--- config.mk ---
export PLATFORM = sky130hd
export DESIGN_NAME = cfg_access_ctrl
export DESIGN_NICKNAME = d
export VERILOG_FILES = /design/src/rtl/cfg_access_pkg.sv /design/src/rtl/cfg_guard.sv /design/src/rtl/cfg_erase_seq.sv /design/src/rtl/cfg_sig_store.sv /design/src/rtl/cfg_access_ctrl.sv
export SDC_FILE = /design/constraint.sdc
export NUM_CORES = 1
export LEC_CHECK = 0
export BUFFER_PORTS_ARGS = -buffer_cell sky130_fd_sc_hd__buf_2
export CAP_MARGIN = 10
export CORE_UTILIZATION = 58
export DETAILED_ROUTE_END_ITERATION = 10
export PLACE_DENSITY = 0.86
export SLEW_MARGIN = 20
export SYNTH_ARGS = -nofsm -noshare
export SYNTH_HDL_FRONTEND = slang
export SYNTH_SLANG_ARGS = --single-unit
--- constraint.sdc ---
create_clock -name clk_i -period 4.6 [get_ports clk_i]
set_input_delay 1.15 -clock clk_i [delete_from_list [all_inputs] [get_ports clk_i]]
set_output_delay 1.15 -clock clk_i [all_outputs]
set_load 0.01 [all_outputs]
--- src/rtl/cfg_access_pkg.sv ---
package cfg_access_pkg;
  typedef enum logic [2:0] {
    OP_ERASE  = 3'd0,
    OP_PROG   = 3'd1,
    OP_READ   = 3'd2,
    OP_LOCK   = 3'd3,
    OP_SIG_WR = 3'd4,
    OP_SIG_RD = 3'd5
  } cfg_op_e;

  typedef struct packed {
    logic erase;
    logic prog;
    logic read;
    logic lock;
    logic sig_wr;
    logic sig_rd;
    logic refuse;
  } cfg_grant_t;
endpackage

--- src/rtl/cfg_guard.sv ---
module cfg_guard
  import cfg_access_pkg::*;
(
  input  logic [2:0] op_i,
  input  logic       secure_i,
  input  logic       dirty_i,
  output cfg_grant_t grant_o
);
  always_comb begin
    grant_o = '0;
    case (op_i)
      OP_ERASE:  grant_o.erase = 1'b1;
      OP_PROG:   if (secure_i || dirty_i) grant_o.refuse = 1'b1;
                 else grant_o.prog = 1'b1;
      OP_READ:   if (secure_i) grant_o.refuse = 1'b1;
                 else grant_o.read = 1'b1;
      OP_LOCK:   grant_o.lock = 1'b1;
      OP_SIG_WR: if (secure_i) grant_o.refuse = 1'b1;
                 else grant_o.sig_wr = 1'b1;
      OP_SIG_RD: if (secure_i) grant_o.refuse = 1'b1;
                 else grant_o.sig_rd = 1'b1;
      default:   grant_o.refuse = 1'b1;
    endcase
  end
endmodule

--- src/rtl/cfg_erase_seq.sv ---
module cfg_erase_seq #(
  parameter int DEPTH = 16,
  localparam int AW = $clog2(DEPTH)
) (
  input  logic          clk_i,
  input  logic          rst_ni,
  input  logic          start_i,
  output logic          busy_o,
  output logic          last_o,
  output logic [AW-1:0] addr_o
);
  logic          busy_q;
  logic [AW-1:0] cnt_q;

  always_ff @(posedge clk_i or negedge rst_ni) begin
    if (!rst_ni) begin
      busy_q <= 1'b0;
      cnt_q  <= '0;
    end else if (start_i) begin
      busy_q <= 1'b1;
      cnt_q  <= '0;
    end else if (busy_q) begin
      if (cnt_q == AW'(DEPTH - 1)) busy_q <= 1'b0;
      else cnt_q <= cnt_q + 1'b1;
    end
  end

  assign busy_o = busy_q;
  assign last_o = busy_q && (cnt_q == AW'(DEPTH - 1));
  assign addr_o = cnt_q;


  erase_start_chk: assert property (@(posedge clk_i) disable iff (!rst_ni)
    $rose(busy_q) |-> cnt_q == '0);
endmodule

--- src/rtl/cfg_sig_store.sv ---
module cfg_sig_store #(
  parameter int DW    = 32,
  parameter int SIG_W = 64,
  localparam int NW = SIG_W / DW,
  localparam int SW = $clog2(NW)
) (
  input  logic          clk_i,
  input  logic          rst_ni,
  input  logic          we_i,
  input  logic          clr_i,
  input  logic [SW-1:0] sel_i,
  input  logic [DW-1:0] wdata_i,
  output logic [DW-1:0] rdata_o
);
  logic [DW-1:0] word_q [NW];

  for (genvar g = 0; g < NW; g++) begin : g_word
    always_ff @(posedge clk_i or negedge rst_ni) begin
      if (!rst_ni) word_q[g] <= '0;
      else if (clr_i) word_q[g] <= '0;
      else if (we_i && sel_i == SW'(g)) word_q[g] <= wdata_i;
    end
  end

  assign rdata_o = word_q[sel_i];
endmodule

--- src/rtl/cfg_access_ctrl.sv ---
module cfg_access_ctrl
  import cfg_access_pkg::*;
#(
  parameter int DEPTH = 16,
  parameter int DW    = 32,
  parameter int SIG_W = 64,
  localparam int AW = $clog2(DEPTH),
  localparam int SW = $clog2(SIG_W / DW)
) (
  input  logic          clk_i,
  input  logic          rst_ni,
  input  logic          cmd_valid_i,
  output logic          cmd_ready_o,
  input  logic [2:0]    cmd_op_i,
  input  logic [AW-1:0] cmd_addr_i,
  input  logic [DW-1:0] cmd_wdata_i,
  input  logic          cmd_lock_i,
  output logic          rsp_valid_o,
  output logic          rsp_err_o,
  output logic [DW-1:0] rsp_rdata_o,
  output logic          busy_o,
  output logic          secure_o,
  output logic          mem_we_o,
  output logic [AW-1:0] mem_addr_o,
  output logic [DW-1:0] mem_wdata_o,
  input  logic [DW-1:0] mem_rdata_i
);
  cfg_grant_t     grant;
  logic           accept;
  logic           erase_busy, erase_last;
  logic [AW-1:0]  erase_addr;
  logic [DW-1:0]  sig_rdata, rd_mux;
  logic [DEPTH-1:0] dirty_q;
  logic           secure_q;
  logic           rsp_pend_q, rsp_err_q;
  logic [DW-1:0]  rsp_data_q;

  assign cmd_ready_o = !erase_busy && !rsp_pend_q;
  assign accept      = cmd_valid_i && cmd_ready_o;

  cfg_guard i_guard (
    .op_i     (cmd_op_i),
    .secure_i (secure_q),
    .dirty_i  (dirty_q[cmd_addr_i]),
    .grant_o  (grant)
  );

  cfg_erase_seq #(.DEPTH(DEPTH)) i_erase (
    .clk_i   (clk_i),
    .rst_ni  (rst_ni),
    .start_i (accept && grant.erase),
    .busy_o  (erase_busy),
    .last_o  (erase_last),
    .addr_o  (erase_addr)
  );

  cfg_sig_store #(.DW(DW), .SIG_W(SIG_W)) i_sig (
    .clk_i   (clk_i),
    .rst_ni  (rst_ni),
    .we_i    (accept && grant.sig_wr),
    .clr_i   (erase_last),
    .sel_i   (cmd_addr_i[SW-1:0]),
    .wdata_i (cmd_wdata_i),
    .rdata_o (sig_rdata)
  );

  // erase sweep owns the array port while busy
  assign mem_we_o    = erase_busy || (accept && grant.prog);
  assign mem_addr_o  = erase_busy ? erase_addr : cmd_addr_i;
  assign mem_wdata_o = erase_busy ? '0 : cmd_wdata_i;

  // contents unknown after reset: all words count as written
  always_ff @(posedge clk_i or negedge rst_ni) begin
    if (!rst_ni) dirty_q <= '1;
    else if (erase_last) dirty_q <= '0;
    else if (accept && grant.prog) dirty_q[cmd_addr_i] <= 1'b1;
  end

  always_ff @(posedge clk_i or negedge rst_ni) begin
    if (!rst_ni) secure_q <= 1'b1;
    else if (erase_last) secure_q <= 1'b0;
    else if (accept && (grant.lock || (grant.prog && cmd_lock_i))) secure_q <= 1'b1;
  end

  always_comb begin
    rd_mux = '0;
    if (grant.read) rd_mux = mem_rdata_i;
    else if (grant.sig_rd) rd_mux = sig_rdata;
  end

  always_ff @(posedge clk_i or negedge rst_ni) begin
    if (!rst_ni) begin
      rsp_pend_q <= 1'b0;
      rsp_err_q  <= 1'b0;
      rsp_data_q <= '0;
    end else if (erase_last) begin
      rsp_pend_q <= 1'b1;
      rsp_err_q  <= 1'b0;
      rsp_data_q <= '0;
    end else if (accept && !grant.erase) begin
      rsp_pend_q <= 1'b1;
      rsp_err_q  <= grant.refuse;
      rsp_data_q <= rd_mux;
    end else begin
      rsp_pend_q <= 1'b0;
    end
  end

  assign rsp_valid_o = rsp_pend_q;
  assign rsp_err_o   = rsp_err_q;
  assign rsp_rdata_o = rsp_data_q;
  assign busy_o      = erase_busy;
  assign secure_o    = secure_q;


  refused_zero_chk: assert property (@(posedge clk_i) disable iff (!rst_ni)
    rsp_valid_o && rsp_err_o |-> rsp_rdata_o == '0);

  secure_sticky_chk: assert property (@(posedge clk_i) disable iff (!rst_ni)
    secure_o && !busy_o |=> secure_o);

  no_prog_secure_chk: assert property (@(posedge clk_i) disable iff (!rst_ni)
    mem_we_o && !busy_o |-> !secure_o);

  rsp_single_chk: assert property (@(posedge clk_i) disable iff (!rst_ni)
    rsp_valid_o |=> !rsp_valid_o);

  erase_done_chk: assert property (@(posedge clk_i) disable iff (!rst_ni)
    $fell(busy_o) |-> !secure_o && rsp_valid_o && !rsp_err_o);
endmodule

======== Word level (Yosys, flattened, before mapping) ========
Cells that the tools add are included.
word-level totals
  bits in writable memories ............... 0
  memory bits (read-only) ................. 0
  latch bits .............................. 0
  bits of input ports ..................... 75
  memories kept ........................... 0
  register bits after elaboration ......... 120
  output and inout bits ................... 74
cells by class
  equal/unequal tests ..................... 7
  multiplexer cells ....................... 42
  divide/modulo/power cells ............... 0
  shift operators ......................... 0
  $lt $le $gt $ge ......................... 3
  bitwise gates (word level) .............. 3
  reductions and logical operators ........ 28
  multipliers ............................. 0
  add/sub/neg operators ................... 1
operator list
  cell                 number
  $mux 32              12
  $mux 16              2
  $mux 1               21
  $mux 4               4
  $or 16x16->16        1
  $logic_and 1x1->1    12
  $reduce_bool 2->1    6
  $eq 3x2->1 const B   2
  $eq 3x3->1 const B   2
  $lt 4x5->1 const B   1
  $add 4x1->4 const B  1
  $bmux 1 s4           1
  $demux 1 s4          1
  $eq 4x4->1 const B   1
  $ge 4x1->1 const B   1
  $eq 3x1->1 const B   1
  $logic_not 1->1      3
  $logic_not 3->1      1
  $logic_or 1x1->1     3
  $pmux 1 s3           1
  $reduce_or 3->1      1
  $ge 2x2->1 const B   1
  $ne 2x1->1 const B   1
  $not 1->2            1
  other kinds (3)      3

======== Depth between registers and ports, before layout ========
Gate-level depths: netlist of run 1.
  word-level depth ........................ 10
  gate-level depth with buffers ........... 7

======== Hierarchy ========
Synthesis of run 1 repeated with hierarchy kept, for this count alone.
second synthesis, totals
  cells, all modules ...................... 558
  area, all modules ....................... 6,369.9 um^2
modules (own cells, without submodules)
  module           times used  cells an instance  area each (um^2)
  cfg_sig_store    1           281                3,364.5
  cfg_access_ctrl  1           241                2,650.0
  cfg_erase_seq    1           23                 269.0
  cfg_guard        1           13                 86.3

======== Worst setup path after synthesis of run 1 ========
No wires, ideal clock.
  path kind ............................... in2out
  from .................................... input port cmd_addr_i[1]
  to ...................................... output port mem_we_o
  setup slack ............................. 0.907 ns
  data arrival time ....................... 2.543 ns
  buffers on the path ..................... 1
  required time ........................... 3.450 ns
  stages .................................. 5
  cell sequence ........................... buf_2 mux4_2 mux2i_1 o2111ai_2 o21bai_1
between the ends
  word-level cells in the longest chain between the ends .. 7
ends and longest elaborated chain
  element                       line                   source
  start: declaration            cfg_access_ctrl.sv:15  input logic [AW-1:0] cmd_addr_i,
  $bmux 1 s4                    cfg_access_ctrl.sv:44  .dirty_i (dirty_q[cmd_addr_i]),
  $mux 1 (implied by the code)  cfg_access_ctrl.sv:44
  $logic_or 1x1->1              cfg_guard.sv:13        OP_PROG: if (secure_i || dirty_i) grant_o.refuse = 1'b1;
  $mux 1                        cfg_guard.sv:13
  $mux 1                        cfg_guard.sv:11        case (op_i)
  $logic_and 1x1->1             cfg_access_ctrl.sv:68  assign mem_we_o = erase_busy || (accept && grant.prog);
  $logic_or 1x1->1              cfg_access_ctrl.sv:68
  end: declaration              cfg_access_ctrl.sv:23  output logic mem_we_o,
No other way between the ends. The select of a mux whose other input is x is not followed.

======== Worst setup path after layout of run 1 ========
Same ends and word-level chain as after synthesis.

==> summary.md, run 1 <==
| Metric | Value |
|---|---|
| Status | completed |
| Die X | 104 um |
| Setup crit end kind | primary output |
| Top FF cell, synth | dfrtp_1 |
| Vias in the first global route | 5,159 |
| Multi-input logic area | 0.00279 mm2 |
| DRC Markers | 0 |
| Buf+Inv Stages, Crit Path | 2 |
| Met3 Usage GRT | 8.21% |
| Setup-failing EPs final | 0 |
| Worst path required time | 3.45 ns |
| Max_slew headroom | 39.2% |
| Area growth, synth to finish | 23.6% |
| CP max FO | 11 |
| Clock transition at path regs | 0.05 ns |
| Clock Tree Root | clkbuf_8 |
| R2R Setup Slk | 2.00 ns |
| DR iter-0 viols | 290 |
| Final WS setup | 0.668 ns |
| Synthesized net count | 647 |
| Via count | 4,991 |
| Setup Skew | 0.00922 ns |
| WL per Instance | 18.1 um |
| Crit path kind | input pin to primary output |
| Met1 usage | 36.2% |
| Pre-CTS setup slack | 0.677 ns |
| Logic pwr share | 25.4% |
| Total internal power | 2.63 mW |
| DIE AREA | 0.0108 mm2 |
| Yosys warnings | 0 |
| GR Util met2 | 50.4% |
| Pin count of the biggest net entering global routing | 81 |
| # resized after CTS | 0 |
| Port bufs | 148 |
| Worst IR Drop VDD | 0.000368 V |
| Share of layout cells above drive strength 1 | 36.1% |
| Seq/Total Area, Yosys | 50.1% |
| Die Y | 104 um |
| Least-Margin Pin Slew | 0.912 ns |
| Top Usage Layer GRT | met2 |
| Most numerous cell on the critical path | buf_2 |
| Antenna diode count | 0 |
| Asr flop ratio synth | 100% |
| Final ANT Viol Nets | 0 |
| Register area | 0.00303 mm2 |
| Crit path largest cell delay | 0.53 ns |
| Pwr dens | 521 mW/mm2 |
| Total power draw | 3.89 mW |
| Cell family with the largest share of critical-path delay | multiplexers |
| Core area | 0.00991 mm2 |
| Maximum buffer depth of the clock tree | 2 |
| Psw | 1.26 mW |
| Post-synth EDFFs | 0 |
| Synth Area per Inst | 10.6 um2 |
| Layout net count | 780 |
| Htree depth | 4 |
| Finished Cell Area | 0.00746 mm2 |
| Worst hold path class | flop to flop |
| Switching Fraction | 32.4% |
| Synth cell types | 46 |
| Initial core utilization | 60.9% |
| Max-slew violations | 0 |
| Post-Route WL | 15,400 um |
| Sink Count | 120 |
| Fmax | 254 MHz |
| Fin. Hold Viols | 0 |
| Gate Count Post-Synth | 571 |
| First-pass GRT wire length | 25,400 um |
| Post-CTS setup buffer count | 0 |
| Worst hold margin | 0.468 ns |
| Hold-fix buffers, CTS | 0 |
| Worst skew pair latency | 0.52 ns |
| RePlAce Congestion | 0.900 |
| LEAKAGE | 3.75 nW |
| Cell row count | 36 |
| Via density | 5.87 |
| Clock share of power | 34.3% |
| CTS tree | done |
| Slowest cell on the critical path | mux4_2 |
| TNS Setup | 0 ns |
| Critical Path AT | 2.78 ns |
| Aggregate global routing overflow | 0 |
| Critical-path cell list | buf_2 -> mux4_2 -> mux2i_1 -> o2111ai_2 -> o21bai_1 -> buf_2 |
| Antenna violations before repair | 0 |
| Num CTS Buffers | 17 |
| Startpoint types | input pin |
| Max-cap violations | 0 |
| Post-place instance area | 0.00686 mm2 |
| First-pass DRT Iterations | 5 |
| #FFs+latches synth | 120 |
| Ports | 149 |
| Mapped cell area | 0.00603 mm2 |
| Layout fillers | 682 |
| Reg power frac | 40.3% |
| RSZ-0062 raised after global routing | false |
| Placed wire-length estimate | 9950 um |
| Min Clock Period, post-route | 3.93 ns |
| Fin crit share | 85.5% |
| Tot GR Track Use | 30.0% |
## flip-flops by register name, indices dropped and copies added, names as in the netlist
name	flops
secure_o	1
i_erase.addr_o	4
dirty_q	16
rsp_valid_o	1
i_erase.busy_o	1
i_sig.word_q	64
rsp_err_o	1
rsp_rdata_o	32
## placed cells by master, fill, tap and decap left out, drive strengths merged, types with 3 or more instances in the layout
cell and instances:
a22o 6, a22oi 31, inv 5, clkbuf 21, nor3b 3, nand3 38
nor4b 5, o31ai 3, dfrtp 103, o21ai 41, nand2 23, mux2i 70
mux2 35, bufinv 3, a21oi 3, dfstp 17, buf 163, nor2 75
nor2b 35, clkinv 5
## layout make-up
type,count,area share [%]
clock buffer,21,6.02
tap,133,2.23
timing repair buffer,163,11.5
clock inverter,11,1.96
multi-input combinational,398,37.5
sequential,120,40.6
inverter,4,0.201
## Yosys cell counts (all sizes together) (4+ instances only)
library cell | n | share of area [%]
a22oi | 31 | 3.9
inv | 4 | 0.25
clkbuf | 30 | 1.9
nor4b | 5 | 1.1
mux2i | 70 | 12
dfstp | 17 | 7.4
mux2 | 35 | 6.5
o21ai | 41 | 3.4
nand2 | 23 | 1.4
a22o | 6 | 0.87
dfrtp | 103 | 43
nand3 | 38 | 3.2
nor2b | 35 | 3.6
buf | 19 | 1.9
nor2 | 75 | 4.7
## power groups by stage
stage               combinational [mW]  clock (mW)  sequential (mW)
floorplan                        0.671           0             1.48
global placement                 0.943           0             1.55
detailed placement               0.976           0             1.57
CTS                              0.990        1.34             1.56
global route                      1.09        1.39             1.59
finish                           0.985        1.33             1.57
## metrics by stage
step	utilization, %	std cells
after floorplan	-	571
after global placement	69.2	818
after detailed placement	69.2	818
after CTS	75.2	850
after global routing	75.2	850
final	75.2	850
## tightest hold or removal path: stages, from the launching register on
cell and delay [ns]:
dfstp_2 0.37, nand2_1 0.04, o21ai_1 0.05
## logic make-up after synthesis
kind of cell	count (synthesis)	synth area share (%)
AOI/OAI and AO/OA	95	10.5
and+or+nand+nor	193	16.0
adders and majority gates	1	0.207
buffers and inverters	53	3.98
DFF	120	50.1
muxes	107	18.9
xor gates and xnor gates	2	0.291
## path summary, 6_finish.rpt
path                                          to  depth (start not counted)           start
worst max-delay path                    mem_we_o                          6   cmd_addr_i[1]
worst min-delay path                  dirty_q[0]                          2      dirty_q[0]
worst max register to register   i_sig.word_q[3]                          4  i_erase.busy_o
worst min register to register        dirty_q[0]                          2      dirty_q[0]
max in group asynchronous       i_sig.word_q[55]                          2          rst_ni
min in group asynchronous        rsp_rdata_o[29]                          1          rst_ni
## routing by layer
metal  vias up  share of wire [%]
met5         -                  0
met1      2459                 41
met3        41                6.0
li1       2289                  -
met2       202                 50
met4         0                2.5
Power figures use the tool's default switching activity.
==> inputs of run 2 (changes only) <==
--- a/config.mk
+++ b/config.mk
@@ -7,10 +7,11 @@
 export LEC_CHECK = 0
 export BUFFER_PORTS_ARGS = -buffer_cell sky130_fd_sc_hd__buf_2
 export CAP_MARGIN = 10
-export CORE_UTILIZATION = 58
+export CORE_UTILIZATION = 49
 export DETAILED_ROUTE_END_ITERATION = 10
-export PLACE_DENSITY = 0.86
+export PLACE_DENSITY = 0.77
 export SLEW_MARGIN = 20
 export SYNTH_ARGS = -nofsm -noshare
 export SYNTH_HDL_FRONTEND = slang
 export SYNTH_SLANG_ARGS = --single-unit
+export TNS_END_PERCENT = 10
==> constraint.sdc (replaced) <==
create_clock -name clk_i -period 3.3 [get_ports clk_i]
set_input_delay 0.825 -clock clk_i [delete_from_list [all_inputs] [get_ports clk_i]]
set_output_delay 0.825 -clock clk_i [all_outputs]
set_load 0.01 [all_outputs]
==> run 2 against run 1 <==
Combinational power rose by 45%. Wire length rose by 1.5%. Clock-buffer cell count rose by 1. Critical endpoint unchanged. Sequential share of layout area fell by 0.32 points. Critical path type unchanged. Non-clock buffer count rose by 4. Largest cell class unchanged. Worst hold slack got worse by 0.036 ns. Global-route usage fell by 4.2 points.
==> summary.md, run 2 (synthesis results as in run 1) <==
| Metric | Value |
|---|---|
| Layout net count | 784 (+0.51%) |
| Pwr dens | 714 mW/mm2 (+37%) |
| Most frequent cells in the layout | buf_2 (147), dfrtp_1 (102), nor2_1 (74), mux2i_1 (70), nand3_1 (38) |
| Highest Signal Layer | met4 |
| Critical-path cell list | buf_2 -> mux4_2 -> mux2i_1 -> o2111ai_2 -> o21bai_1 -> buf_2 |
| Multi-input logic area | 0.00279 mm2 (unchanged) |
| Cell row count | 40 (+11%) |
| R2R Setup Slk | 0.95 ns (-1.05 ns) |
| Port bufs | 148 (unchanged) |
| Via count | 4,900 (-1.8%) |
| Most flops, register | i_sig.word_q |
| LEAKAGE | 3.78 nW (+1.0%) |
| Core area | 0.0120 mm2 (+21%) |
| Pre-CTS setup slack | 0.359 ns (-0.319 ns) |
| TNS Setup | 0 ns (unchanged) |
| Wl on met1 | 6960 um (+10%) |
| First-pass DRT Iterations | 4 (-1) |
| Final ANT Viol Nets | 0 (unchanged) |
| Slowest cell on the critical path | mux4_2 |
| Num CTS Buffers | 17 (unchanged) |
| RePlAce Congestion | 0.865 (-3.8%) |
| Worst hold path class | input pin to async pin |
| Most numerous cell on the critical path | buf_2 |
| Die Y | 113 um (+8.6%) |
| Crit path kind | input pin to primary output |
| Status | completed |
| Worst reg-to-reg path cell count | 5 (+1) |
| DRC Markers | 0 (unchanged) |
| Least-Margin Pin Slew | 0.897 ns (-0.0156 ns) |
| Antenna violations before repair | 0 (unchanged) |
| Final WS setup | 0.342 ns (-0.326 ns) |
| Clock Tree Root | clkbuf_16 |
| Ports | 149 (unchanged) |
| Via density | 5.65 (-3.9%) |
| Die X | 113 um (+8.6%) |
| Max-cap violations | 0 (unchanged) |
| Tot GR Track Use | 25.8% (-4.2 points) |
| Aggregate global routing overflow | 0 (unchanged) |
| Routed met2 length | 7480 um (-3.5%) |
| Setup-failing EPs final | 0 (unchanged) |
| Pin count of the biggest net entering global routing | 47 (-42%) |
| Post-CTS setup buffer count | 0 (unchanged) |
| Worst hold margin | 0.432 ns (-0.0355 ns) |
| Reg-to-Reg End | rsp_rdata_o[10] |
| Max-slew violations | 0 (unchanged) |
| Hold-fix buffers, CTS | 0 (unchanged) |
| RSZ-0062 raised after global routing | false |
| WL per Instance | 18.0 um (-0.58%) |
| Worst skew pair latency | 0.41 ns (-0.11 ns) |
| Area growth, synth to finish | 24.6% |
| Antenna diode count | 0 (unchanged) |
| Initial core utilization | 50.2% (-11 points) |
| Fin crit share | 89.6% |
| Min Clock Period, post-route | 2.96 ns |
| CTS tree | done |
| Setup crit end kind | primary output |
| Vias in the first global route | 4,858 (-5.8%) |
| Placed wire-length estimate | 10,500 um (+5.5%) |
| Crit path largest cell delay | 0.50 ns (-0.03 ns) |
| Met3 WL post-DR | 935 um (+0.86%) |
| Share of layout cells above drive strength 1 | 36.5% (+0.35 points) |
| Maximum buffer depth of the clock tree | 2 (unchanged) |
| DIE AREA | 0.0128 mm2 (+18%) |
| Startpoint types | input pin |
| Commonest non-fill, non-tap cell in the layout | buf_2 |
| Worst IR Drop VDD | 0.000373 V (+1.4%) |
| Post-Route WL | 15,600 um (+1.5%) |
| R2R Path Start | i_erase.busy_o |
| Fmax | 338 MHz |
| Clock transition at path regs | 0.05 ns (about the same) |
| Register area | 0.00303 mm2 (unchanged) |
| CP max FO | 3 (-8) |
| Worst path required time | 2.47 ns (-0.98 ns) |
| Setup Skew | 0.00599 ns (-0.00323 ns) |
| Buf+Inv Stages, Crit Path | 2 (unchanged) |
| Sink Count | 120 (unchanged) |
| Fin util | 62.6% (-13 points) |
| DR iter-0 viols | 353 (+22%) |
| # resized after CTS | 0 (unchanged) |
| Htree depth | 4 (unchanged) |
| Layout fillers | 979 (+44%) |
| Fin. Hold Viols | 0 (unchanged) |
| First-pass GRT wire length | 25,200 um (-0.98%) |
| Cell family with the largest share of critical-path delay | multiplexers |
| Largest register FFs | 64 (unchanged) |
| Max_slew headroom | 39.7% (+0.49 points) |
| Critical Path AT | 2.13 ns (-0.65 ns) |
-- run 2: routing by layer --
layer | track usage [%] | vias to the layer above
li1 | - | 2297
met1 | 34.5 | 2425
met2 | 41.2 | 161
met3 | 5.25 | 17
met4 | 10.5 | 0
met5 | 0 | -
-- run 2: worst max path at each step --
stage,from,endpoint,slack (ns),depth (start not counted)
6_report,cmd_addr_i[1],mem_we_o,0.34,6
5_1_grt,cmd_addr_i[1],mem_we_o,0.21,7
4_1_cts,cmd_addr_i[1],mem_we_o,0.36,7
3_5_place_dp,cmd_addr_i[1],mem_we_o,0.36,7
3_3_place_gp,cmd_addr_i[1],mem_we_o,0.36,6
2_1_floorplan,cmd_addr_i[1],mem_we_o,0.26,5
-- run 2: final cells by class --
class	count	share of cell area [%]
sequential	120	40.3
multi-input combinational	398	37.2
clock inverter	10	1.33
clock buffer	22	6.31
tap	147	2.45
inverter	4	0.200
timing repair buffer	167	12.3
-- run 2: where the power goes --
group / total (mW) / switching [mW] / internal, mW
Combinational: 1.43 / 0.802 / 0.629
Clock: 1.80 / 0.637 / 1.16
Sequential: 2.14 / 0.275 / 1.86
-- run 2: through the flow --
step | cell area, um2 | cells | power, mW
2_1_floorplan | 6030 | 571 | 3.00
3_3_place_gp | 6940 | 836 | 3.52
3_5_place_dp | 6940 | 836 | 3.58
4_1_cts | 7520 | 868 | 5.39
5_1_grt | 7520 | 868 | 5.65
6_report | 7520 | 868 | 5.36
